## src/rtl/fbg_pkg.sv

```systemverilog
package fbg_pkg;
  typedef enum logic [1:0] {
    OVS_X16  = 2'b00,
    OVS_X8   = 2'b01,
    OVS_X4   = 2'b10,
    OVS_X4B  = 2'b11
  } ovs_mode_e;

  localparam int BIT_CNT_W = 4;

  function automatic logic [BIT_CNT_W-1:0] ticks_per_bit_m1(input logic [1:0] m);
    case (m)
      2'b00:   return 4'd15;
      2'b01:   return 4'd7;
      default: return 4'd3;
    endcase
  endfunction

  function automatic logic frac_allowed(input logic [1:0] m);
    return (m == OVS_X16);
  endfunction
endpackage

```

## src/rtl/fbg_cfg_track.sv

```systemverilog
module fbg_cfg_track #(
  parameter int HI_W   = 8,
  parameter int LO_W   = 8,
  parameter int FRAC_W = 4,
  localparam int INT_W = HI_W + LO_W
) (
  input  logic              clk,
  input  logic              rst,
  input  logic [HI_W-1:0]   hi_i,
  input  logic [LO_W-1:0]   lo_i,
  input  logic [FRAC_W-1:0] frac_i,
  input  logic [1:0]        mode_i,
  output logic              restart_o,
  output logic [INT_W-1:0]  int_q_o,
  output logic [FRAC_W-1:0] frac_eff_o,
  output logic [3:0]        tpb_m1_o,
  output logic              int_zero_o
);
  import fbg_pkg::*;

  logic [HI_W-1:0]   hi_q;
  logic [LO_W-1:0]   lo_q;
  logic [FRAC_W-1:0] frac_q;
  logic [1:0]        mode_q;

  always_ff @(posedge clk) begin
    if (rst) begin
      hi_q   <= '0;
      lo_q   <= '0;
      frac_q <= '0;
      mode_q <= 2'b00;
    end else begin
      hi_q   <= hi_i;
      lo_q   <= lo_i;
      frac_q <= frac_i;
      mode_q <= mode_i;
    end
  end

  assign restart_o  = (hi_i != hi_q) || (lo_i != lo_q) ||
                      (frac_i != frac_q) || (mode_i != mode_q);
  assign int_q_o    = {hi_q, lo_q};
  assign int_zero_o = (int_q_o == '0);
  assign frac_eff_o = frac_allowed(mode_q) ? frac_q : '0;
  assign tpb_m1_o   = ticks_per_bit_m1(mode_q);
endmodule

```

## src/rtl/fbg_frac_accum.sv

```systemverilog
module fbg_frac_accum #(
  parameter int FRAC_W = 4
) (
  input  logic              clk,
  input  logic              rst,
  input  logic              clear_i,
  input  logic              advance_i,
  input  logic [FRAC_W-1:0] frac_i,
  output logic              extra_o
);
  logic [FRAC_W-1:0] acc_q;
  logic [FRAC_W:0]   sum;

  assign sum     = {1'b0, acc_q} + {1'b0, frac_i};
  assign extra_o = sum[FRAC_W];

  always_ff @(posedge clk) begin
    if (rst || clear_i) begin
      acc_q <= '0;
    end else if (advance_i) begin
      acc_q <= sum[FRAC_W-1:0];
    end
  end
endmodule

```

## src/rtl/fbg_period_cnt.sv

```systemverilog
module fbg_period_cnt #(
  parameter int INT_W = 16
) (
  input  logic             clk,
  input  logic             rst,
  input  logic             clear_i,
  input  logic [INT_W-1:0] div_i,
  input  logic             extra_i,
  output logic             wrap_o,
  output logic             tick_o
);
  logic [INT_W-1:0] cnt_q;
  logic [INT_W:0]   last;

  assign last   = {1'b0, div_i} - {{INT_W{1'b0}}, 1'b1} + {{INT_W{1'b0}}, extra_i};
  assign wrap_o = !clear_i && ({1'b0, cnt_q} == last);

  always_ff @(posedge clk) begin
    if (rst || clear_i) begin
      cnt_q  <= '0;
      tick_o <= 1'b0;
    end else if (wrap_o) begin
      cnt_q  <= '0;
      tick_o <= 1'b1;
    end else begin
      cnt_q  <= cnt_q + 1'b1;
      tick_o <= 1'b0;
    end
  end
endmodule

```

## src/rtl/fbg_bit_timer.sv

```systemverilog
module fbg_bit_timer #(
  parameter int CNT_W = 4
) (
  input  logic             clk,
  input  logic             rst,
  input  logic             restart_i,
  input  logic             tick_i,
  input  logic [CNT_W-1:0] limit_m1_i,
  output logic             stb_o
);
  logic [CNT_W-1:0] cnt_q;

  always_ff @(posedge clk) begin
    if (rst || restart_i) begin
      cnt_q <= '0;
      stb_o <= 1'b0;
    end else if (tick_i) begin
      if (cnt_q == limit_m1_i) begin
        cnt_q <= '0;
        stb_o <= 1'b1;
      end else begin
        cnt_q <= cnt_q + 1'b1;
        stb_o <= 1'b0;
      end
    end else begin
      stb_o <= 1'b0;
    end
  end
endmodule

```

## src/rtl/frac_baud_gen.sv

```systemverilog
module frac_baud_gen #(
  parameter int HI_W   = 8,
  parameter int LO_W   = 8,
  parameter int FRAC_W = 4,
  localparam int INT_W = HI_W + LO_W
) (
  input  logic              clk,
  input  logic              rst,
  input  logic [HI_W-1:0]   div_hi_i,
  input  logic [LO_W-1:0]   div_lo_i,
  input  logic [FRAC_W-1:0] div_frac_i,
  input  logic [1:0]        mode_i,
  output logic              tick_o,
  output logic              bit_stb_o
);
  logic              restart;
  logic [INT_W-1:0]  int_q;
  logic [FRAC_W-1:0] frac_eff;
  logic [3:0]        tpb_m1;
  logic              int_zero;
  logic              extra;
  logic              wrap;
  logic              hold;

  fbg_cfg_track #(.HI_W(HI_W), .LO_W(LO_W), .FRAC_W(FRAC_W)) u_cfg (
    .clk(clk), .rst(rst),
    .hi_i(div_hi_i), .lo_i(div_lo_i), .frac_i(div_frac_i), .mode_i(mode_i),
    .restart_o(restart), .int_q_o(int_q), .frac_eff_o(frac_eff),
    .tpb_m1_o(tpb_m1), .int_zero_o(int_zero)
  );

  assign hold = restart || int_zero;

  fbg_frac_accum #(.FRAC_W(FRAC_W)) u_acc (
    .clk(clk), .rst(rst), .clear_i(hold), .advance_i(wrap),
    .frac_i(frac_eff), .extra_o(extra)
  );

  fbg_period_cnt #(.INT_W(INT_W)) u_cnt (
    .clk(clk), .rst(rst), .clear_i(hold), .div_i(int_q),
    .extra_i(extra), .wrap_o(wrap), .tick_o(tick_o)
  );

  fbg_bit_timer #(.CNT_W(4)) u_bit (
    .clk(clk), .rst(rst), .restart_i(restart), .tick_i(tick_o),
    .limit_m1_i(tpb_m1), .stb_o(bit_stb_o)
  );
endmodule

```

## config.mk

```make
export PLATFORM = sky130hd
export DESIGN_NAME = frac_baud_gen
export DESIGN_NICKNAME = d
export VERILOG_FILES = /design/src/rtl/fbg_pkg.sv /design/src/rtl/fbg_cfg_track.sv /design/src/rtl/fbg_frac_accum.sv /design/src/rtl/fbg_period_cnt.sv /design/src/rtl/fbg_bit_timer.sv /design/src/rtl/frac_baud_gen.sv
export SDC_FILE = /design/constraint.sdc
export NUM_CORES = 1
export LEC_CHECK = 0
export BUFFER_PORTS_ARGS = -buffer_cell sky130_fd_sc_hd__buf_2
export CORE_MARGIN = 5
export CORE_UTILIZATION = 55
export DETAILED_ROUTE_END_ITERATION = 8
export PLACE_DENSITY = 0.75
export REMOVE_ABC_BUFFERS = 1
export SLEW_MARGIN = 20
export SYNTH_ARGS = -nofsm -noshare
export SYNTH_HDL_FRONTEND = slang
export SYNTH_SLANG_ARGS = --single-unit
```

## constraint.sdc

```tcl
create_clock -name clk -period 5 [get_ports clk]
set_clock_uncertainty 0.05 [all_clocks]
set_input_delay 0.5 -clock clk [delete_from_list [all_inputs] [get_ports clk]]
set_output_delay 0.5 -clock clk [all_outputs]
set_load 0.01 [all_outputs]
```

# After elaboration in Yosys (flattened, before gate mapping)
# Cells that the tools add are included.
# op_classes
addsub	5
n_eq_ne	7
n_mux	5
bitwise	1
n_reduce_logical	12
# op_table
op	count
17-bit by 1-bit adder with 17-bit output	1
16-bit by 17-bit equality test with 1-bit output	1
16-bit by 1-bit subtractor with 17-bit output (second input constant)	1
16-bit by 1-bit adder with 16-bit output (second input constant)	1
16-bit logical NOT	1
8-bit != test	2
4-bit 2-to-1 mux	2
4-bit one-hot mux with 2 select lines	1
1-bit logical OR	6
4-bit by 4-bit adder with 5-bit output	1
4-bit by 1-bit adder with 4-bit output (second input constant)	1
4-bit equality test	1
4-bit != test	1
2-bit OR reduction	2
2-bit by 1-bit equality test with 1-bit output (second input constant)	1
2-bit logical NOT	1
1-bit 2-to-1 mux	2
2-bit != test	1
1-bit logical AND	1
1-bit logical NOT	1
1-bit NOT	1
# totals
reg_bits	48
input_bits	24
out_inout_bits	2
elab_cells	39

# Depth between registers and ports, before layout
# logic_depth
word_depth	8
mapped_depth	19
mapped_depth_nobuf	17

# Cells and area by module
# A second synthesis with hierarchy kept.
# hier_totals
hier_cells	323
area_unflattened_um2	2942.8
# by_module_without_submodules
module	instances	cells_per_inst	area_each_um2	seq_area_each_um2
fbg_period_cnt	1	172	1407.6	340.3
fbg_cfg_track	1	89	907.1	440.4
fbg_bit_timer	1	30	321.6	100.1
fbg_frac_accum	1	31	300.3	80.1
frac_baud_gen	1	1	6.3	0.0

# Worst setup path before layout
# No wires, ideal clock.
# synth_path
path_kind	reg-to-reg
start	reg u_cfg.mode_q[1]
end	reg u_acc.acc_q[1]
setup_time_ps	70
arrival_ps	3344
t_required_ps	4880
setup_slack_ps	1536
path_stages_with_launch	19
path_buffers	1
synth_period_minus_slack_ps	3464
path_cell_list	dfxtp_1 nor2_1 and2_1 ha_1 inv_1 fa_1 inv_1 a21o_1 a21oi_1 ha_1 ha_1 buf_2 nor2_1 mux2i_1 o32ai_1 a41oi_1 or4_4 or3_1 a21oi_1
# synth_between
elab_chain_cells	6
elab_cells_between_ends	11
cone_classes	add/sub (2); eq/ne (2); mux (1); reduce/logical (6)
# synth_lines
item	line_no	text
start, declared	fbg_cfg_track.sv:24	logic [1:0] mode_q;
start signal, assigned	fbg_cfg_track.sv:36	mode_q <= mode_i;
2-bit logical NOT	fbg_pkg.sv:20	return (m == OVS_X16);
4-bit 2-to-1 mux	fbg_cfg_track.sv:44	assign frac_eff_o = frac_allowed(mode_q) ? frac_q : '0;
4-bit by 4-bit adder with 5-bit output	fbg_frac_accum.sv:14	assign sum = {1'b0, acc_q} + {1'b0, frac_i};
17-bit by 1-bit adder with 17-bit output	fbg_period_cnt.sv:15	assign last = {1'b0, div_i} - {{INT_W{1'b0}}, 1'b1} + {{INT_W{1'b0}}, extra_i};
16-bit by 17-bit equality test with 1-bit output	fbg_period_cnt.sv:16	assign wrap_o = !clear_i && ({1'b0, cnt_q} == last);
1-bit logical AND	fbg_period_cnt.sv:16	
end signal, assigned	fbg_frac_accum.sv:21	acc_q <= sum[FRAC_W-1:0];
end, declared	fbg_frac_accum.sv:11	logic [FRAC_W-1:0] acc_q;
# Parallel ways exist; a longest one is shown, timed or not.
# A chain may end at the register's enable or synchronous reset.

# Final worst setup path
# layout_path
start	reg u_cfg.mode_q[1]
end	reg u_cnt.cnt_q[6]
# layout_between
elab_chain_cells	7
elab_cells_between_ends	12
cone_classes	add/sub (2); eq/ne (2); mux (1); reduce/logical (7)
# layout_lines
item	line_no	text
2-bit logical NOT	fbg_pkg.sv:20	
4-bit 2-to-1 mux	fbg_cfg_track.sv:44	
4-bit by 4-bit adder with 5-bit output	fbg_frac_accum.sv:14	
17-bit by 1-bit adder with 17-bit output	fbg_period_cnt.sv:15	
16-bit by 17-bit equality test with 1-bit output	fbg_period_cnt.sv:16	
1-bit logical AND	fbg_period_cnt.sv:16	
2-bit OR reduction (no line) (*)	-	
end signal, assigned	fbg_period_cnt.sv:26	cnt_q <= cnt_q + 1'b1;
end, declared	fbg_period_cnt.sv:12	logic [INT_W-1:0] cnt_q;
# Every way passes the cells marked *; elsewhere a longest branch is shown, timed or not.

==> results.yml <==
die:
  die_w_um: 79.20
  io_pins: 26
  start_util_pct: 56.13
  die_h_um: 79.20
  row_count: 25
  core_area_um2: 4692
  die-area_um2: 6273
global_routing:
  met1_usage_pct: 23.06
  grt_pass1_wl_um: 9232
  use_met2_pct: 31.57
  grt_pass1_vias: 2002
  grt_usage_pct: 18.61
  met3_usage_pct: 3.968
  grt_antenna_before_repair: 0
  overflow: 0
  grt-busiest-layer: "met2"
  grt_max_degree: 24
clocking:
  cts_buffer_depth: 2
  ctsResizeCount: 0
  holdBufCountCts: 0
  cts_tree: "yes"
  clk_pin_slew_ns: 0.09
  numCtsBuffers: 5
  clk_latency_ns: 0.30
  cts_setup_buffers: 0
  htreeDepth: 2
  ctsRootBufferMaster: "clkbuf_8"
  clock_sinks: 48
final_layout:
  nets: 355
  drive_gt1_share_pct: 10.87
  design_area_um2: 2853
  seq_area_um2: 960.9
  diodes: 0
  n_fill_cell: 433
  multiInputGateArea_um2: 1584
  area_growth_pct: 8.314
pwr:
  vdd_drop_max_mv: 0.1663
  p_leak_nw: 1.025
  p_total_uw: 719.8
  powerDensity_nw_per_um2: 252.3
sta:
  period_minus_slack_ns: 3.911
  rsz0062_at_grt: "false"
  fmax_mhz: 255.7
  fin_setup_tns_ns: 0
  finalMaxSlewViolations: 0
  tightest_slew_ns: 0.6375
  slew-limit-headroom_pct: 57.11
  post-route-period-util_pct: 78.21
  finalHoldViolCount: 0
  setup_violations: 0
status:
  outcome: "finished clean"
synth:
  synth_seq_cells: 48
  synth-edff-count: 0
  syn_area_um2: 2634
  synth_cells: 299
  ys.warnings.count: 0
  synth.yosys.seq_area_share_pct: 36.48
  synth_ff_type: "dfxtp_1"
  synth.largest_area_cell: "dfxtp_1"
  synthTopCellsByArea: "dfxtp_1 (36%), xnor2_1 (15%), nor2_1 (5.7%)"
  synth_most_common_cell: "dfxtp_1"
  ys_types: 42
  syn-mean-instance-area_um2: 8.809
  synth_top_area_share_pct: 36.48
  ys_async_sr_fraction_pct: 0
  yosys-top-cells-count: "dfxtp_1 (48), xnor2_1 (45), nor2_1 (40), nor2b_1 (22), xor2_1 (17)"
detailed_routing:
  vias: 2042
  wire_per_inst_um: 14.02
  drc: 0
  ant_nets: 0
  dr.pass1.iters: 4
  drtIter0Drc: 62
  routed_wl_um: 5271
  viasPerCell: 5.431
critical_path:
  r2r_slack_ns: 1.09
  worstSetupPathDepth: 16
  path_cells: "nor2_1 > and2_1 > ha_1 > inv_1 > fa_1 > inv_1 > a21o_1 > a21oi_1 > ha_1 > nand2b_1 > nor4b_1 > mux2i_1 > nand4_1 > nor4_1 > a21o_2 > nor2_1"
  critical-path-top-delay-family: "simple AND/OR/NAND/NOR gates"
  reg2regPathDepth: 16
  crit_arrival_ns: 4.04
  setup.worst_path.class: "reg2reg"
  start_kind: "flip-flop"
  crit_buf_inv: 2
  crit_path_max_incr_delay_ns: 0.57
  required_ns: 5.13
  cp-end-kind: "flip-flop"
  cp_max_fo: 16
  slowest_stage: "nor4_1"
flow_run:
  maxCapViolCount: 0
placed_design:
  dp_hpwl_um: 4181
  dpl-instance-area_um2: 2768
  portBuffers: 25
  routabilityCongestion: 0.8859
hold_path:
  min_path_type: "in2reg"
  min_path_cells: 2
-- worst reg2reg max path, cell delays in order (launching register included) --
cell and delay, ns:
dfxtp_1 0.40, nor2_1 0.10, and2_1 0.16, ha_1 0.18, inv_1 0.07, fa_1 0.20
inv_1 0.05, a21o_1 0.14, a21oi_1 0.18, ha_1 0.22, nand2b_1 0.17, nor4b_1 0.37
mux2i_1 0.27, nand4_1 0.15, nor4_1 0.57, a21o_2 0.42, nor2_1 0.09
-- placed cells by master, fill, tap and decap left out, types with 9 or more instances in the layout --
master    n
dfxtp_1  48
xnor2_1  45
nor2_1   40
buf_2    25
nor2b_1  22
xor2_1   17
nand3_1  14
nand2_1  11
nand4_1  10
ha_1      9
-- per-stage QoR --
step / util (%) / hold WS, ns / worst slack (ns) / instances
2_1_floorplan: - / 0.3908 / 1.572 / 289
3_3_place_gp: 58.99 / 0.4194 / 1.305 / 368
3_5_place_dp: 58.99 / 0.4275 / 1.135 / 368
4_1_cts: 60.80 / 0.3752 / 1.099 / 376
5_1_grt: 60.80 / 0.3799 / 0.8140 / 376
6_report: 60.80 / 0.3812 / 1.089 / 376
-- final timing paths --
kind	startpoint	to
max reg2reg	u_cfg.mode_q[1]$_SDFF_PP0_	u_cnt.cnt_q[6]$_SDFF_PP0_
min	div_lo_i[1]	u_cfg.lo_q[1]$_SDFF_PP0_
max	u_cfg.mode_q[1]$_SDFF_PP0_	u_cnt.cnt_q[6]$_SDFF_PP0_
min reg2reg	u_acc.acc_q[3]$_SDFFE_PP0P_	u_acc.acc_q[3]$_SDFFE_PP0P_
-- layer usage --
layer  up-vias  routed length (um)
met5         -                   0
met4         0                  64
met3         6                 138
met2        25                2655
met1       960                2413
li1       1051                   -
-- cell type report --
class | count | share of cell area, %
Clock buffer | 7 | 2.675
Clock inverter | 1 | 0.3070
Inverter | 8 | 1.053
Multi-Input combinational cell | 233 | 55.53
Sequential cell | 48 | 33.68
Tap cell | 54 | 2.368
Timing Repair Buffer | 25 | 4.386
-- power breakdown --
| part | total (mW) | internal (mW) | switching, mW |
|---|---|---|---|
| clock | 0.224 | 0.100 | 0.124 |
| sequential | 0.406 | 0.392 | 0.0141 |
| combinational | 0.0897 | 0.0454 | 0.0443 |
-- kinds of logic (layout without fill, tap and decap cells) --
| group | Yosys count | after routing | share of synthesized area, % |
|---|---|---|---|
| simple gates | 128 | 128 | 25.51 |
| buf+inv | 18 | 41 | 3.373 |
| fa+ha+maj | 10 | 10 | 5.036 |
| compound gates | 26 | 26 | 6.318 |
| mux | 7 | 7 | 2.660 |
| xor+xnor | 62 | 62 | 20.62 |
| flops | 48 | 48 | 36.48 |
-- flip-flops by register name, indices dropped and copies added (netlist names) --
register	count
u_cnt.tick_o	1
u_cfg.hi_q	8
u_cfg.mode_q	2
u_acc.acc_q	4
u_cfg.lo_q	8
u_cnt.cnt_q	16
u_bit.stb_o	1
u_bit.cnt_q	4
u_cfg.frac_q	4
Note: power is estimated with default switching activity, not from simulation.
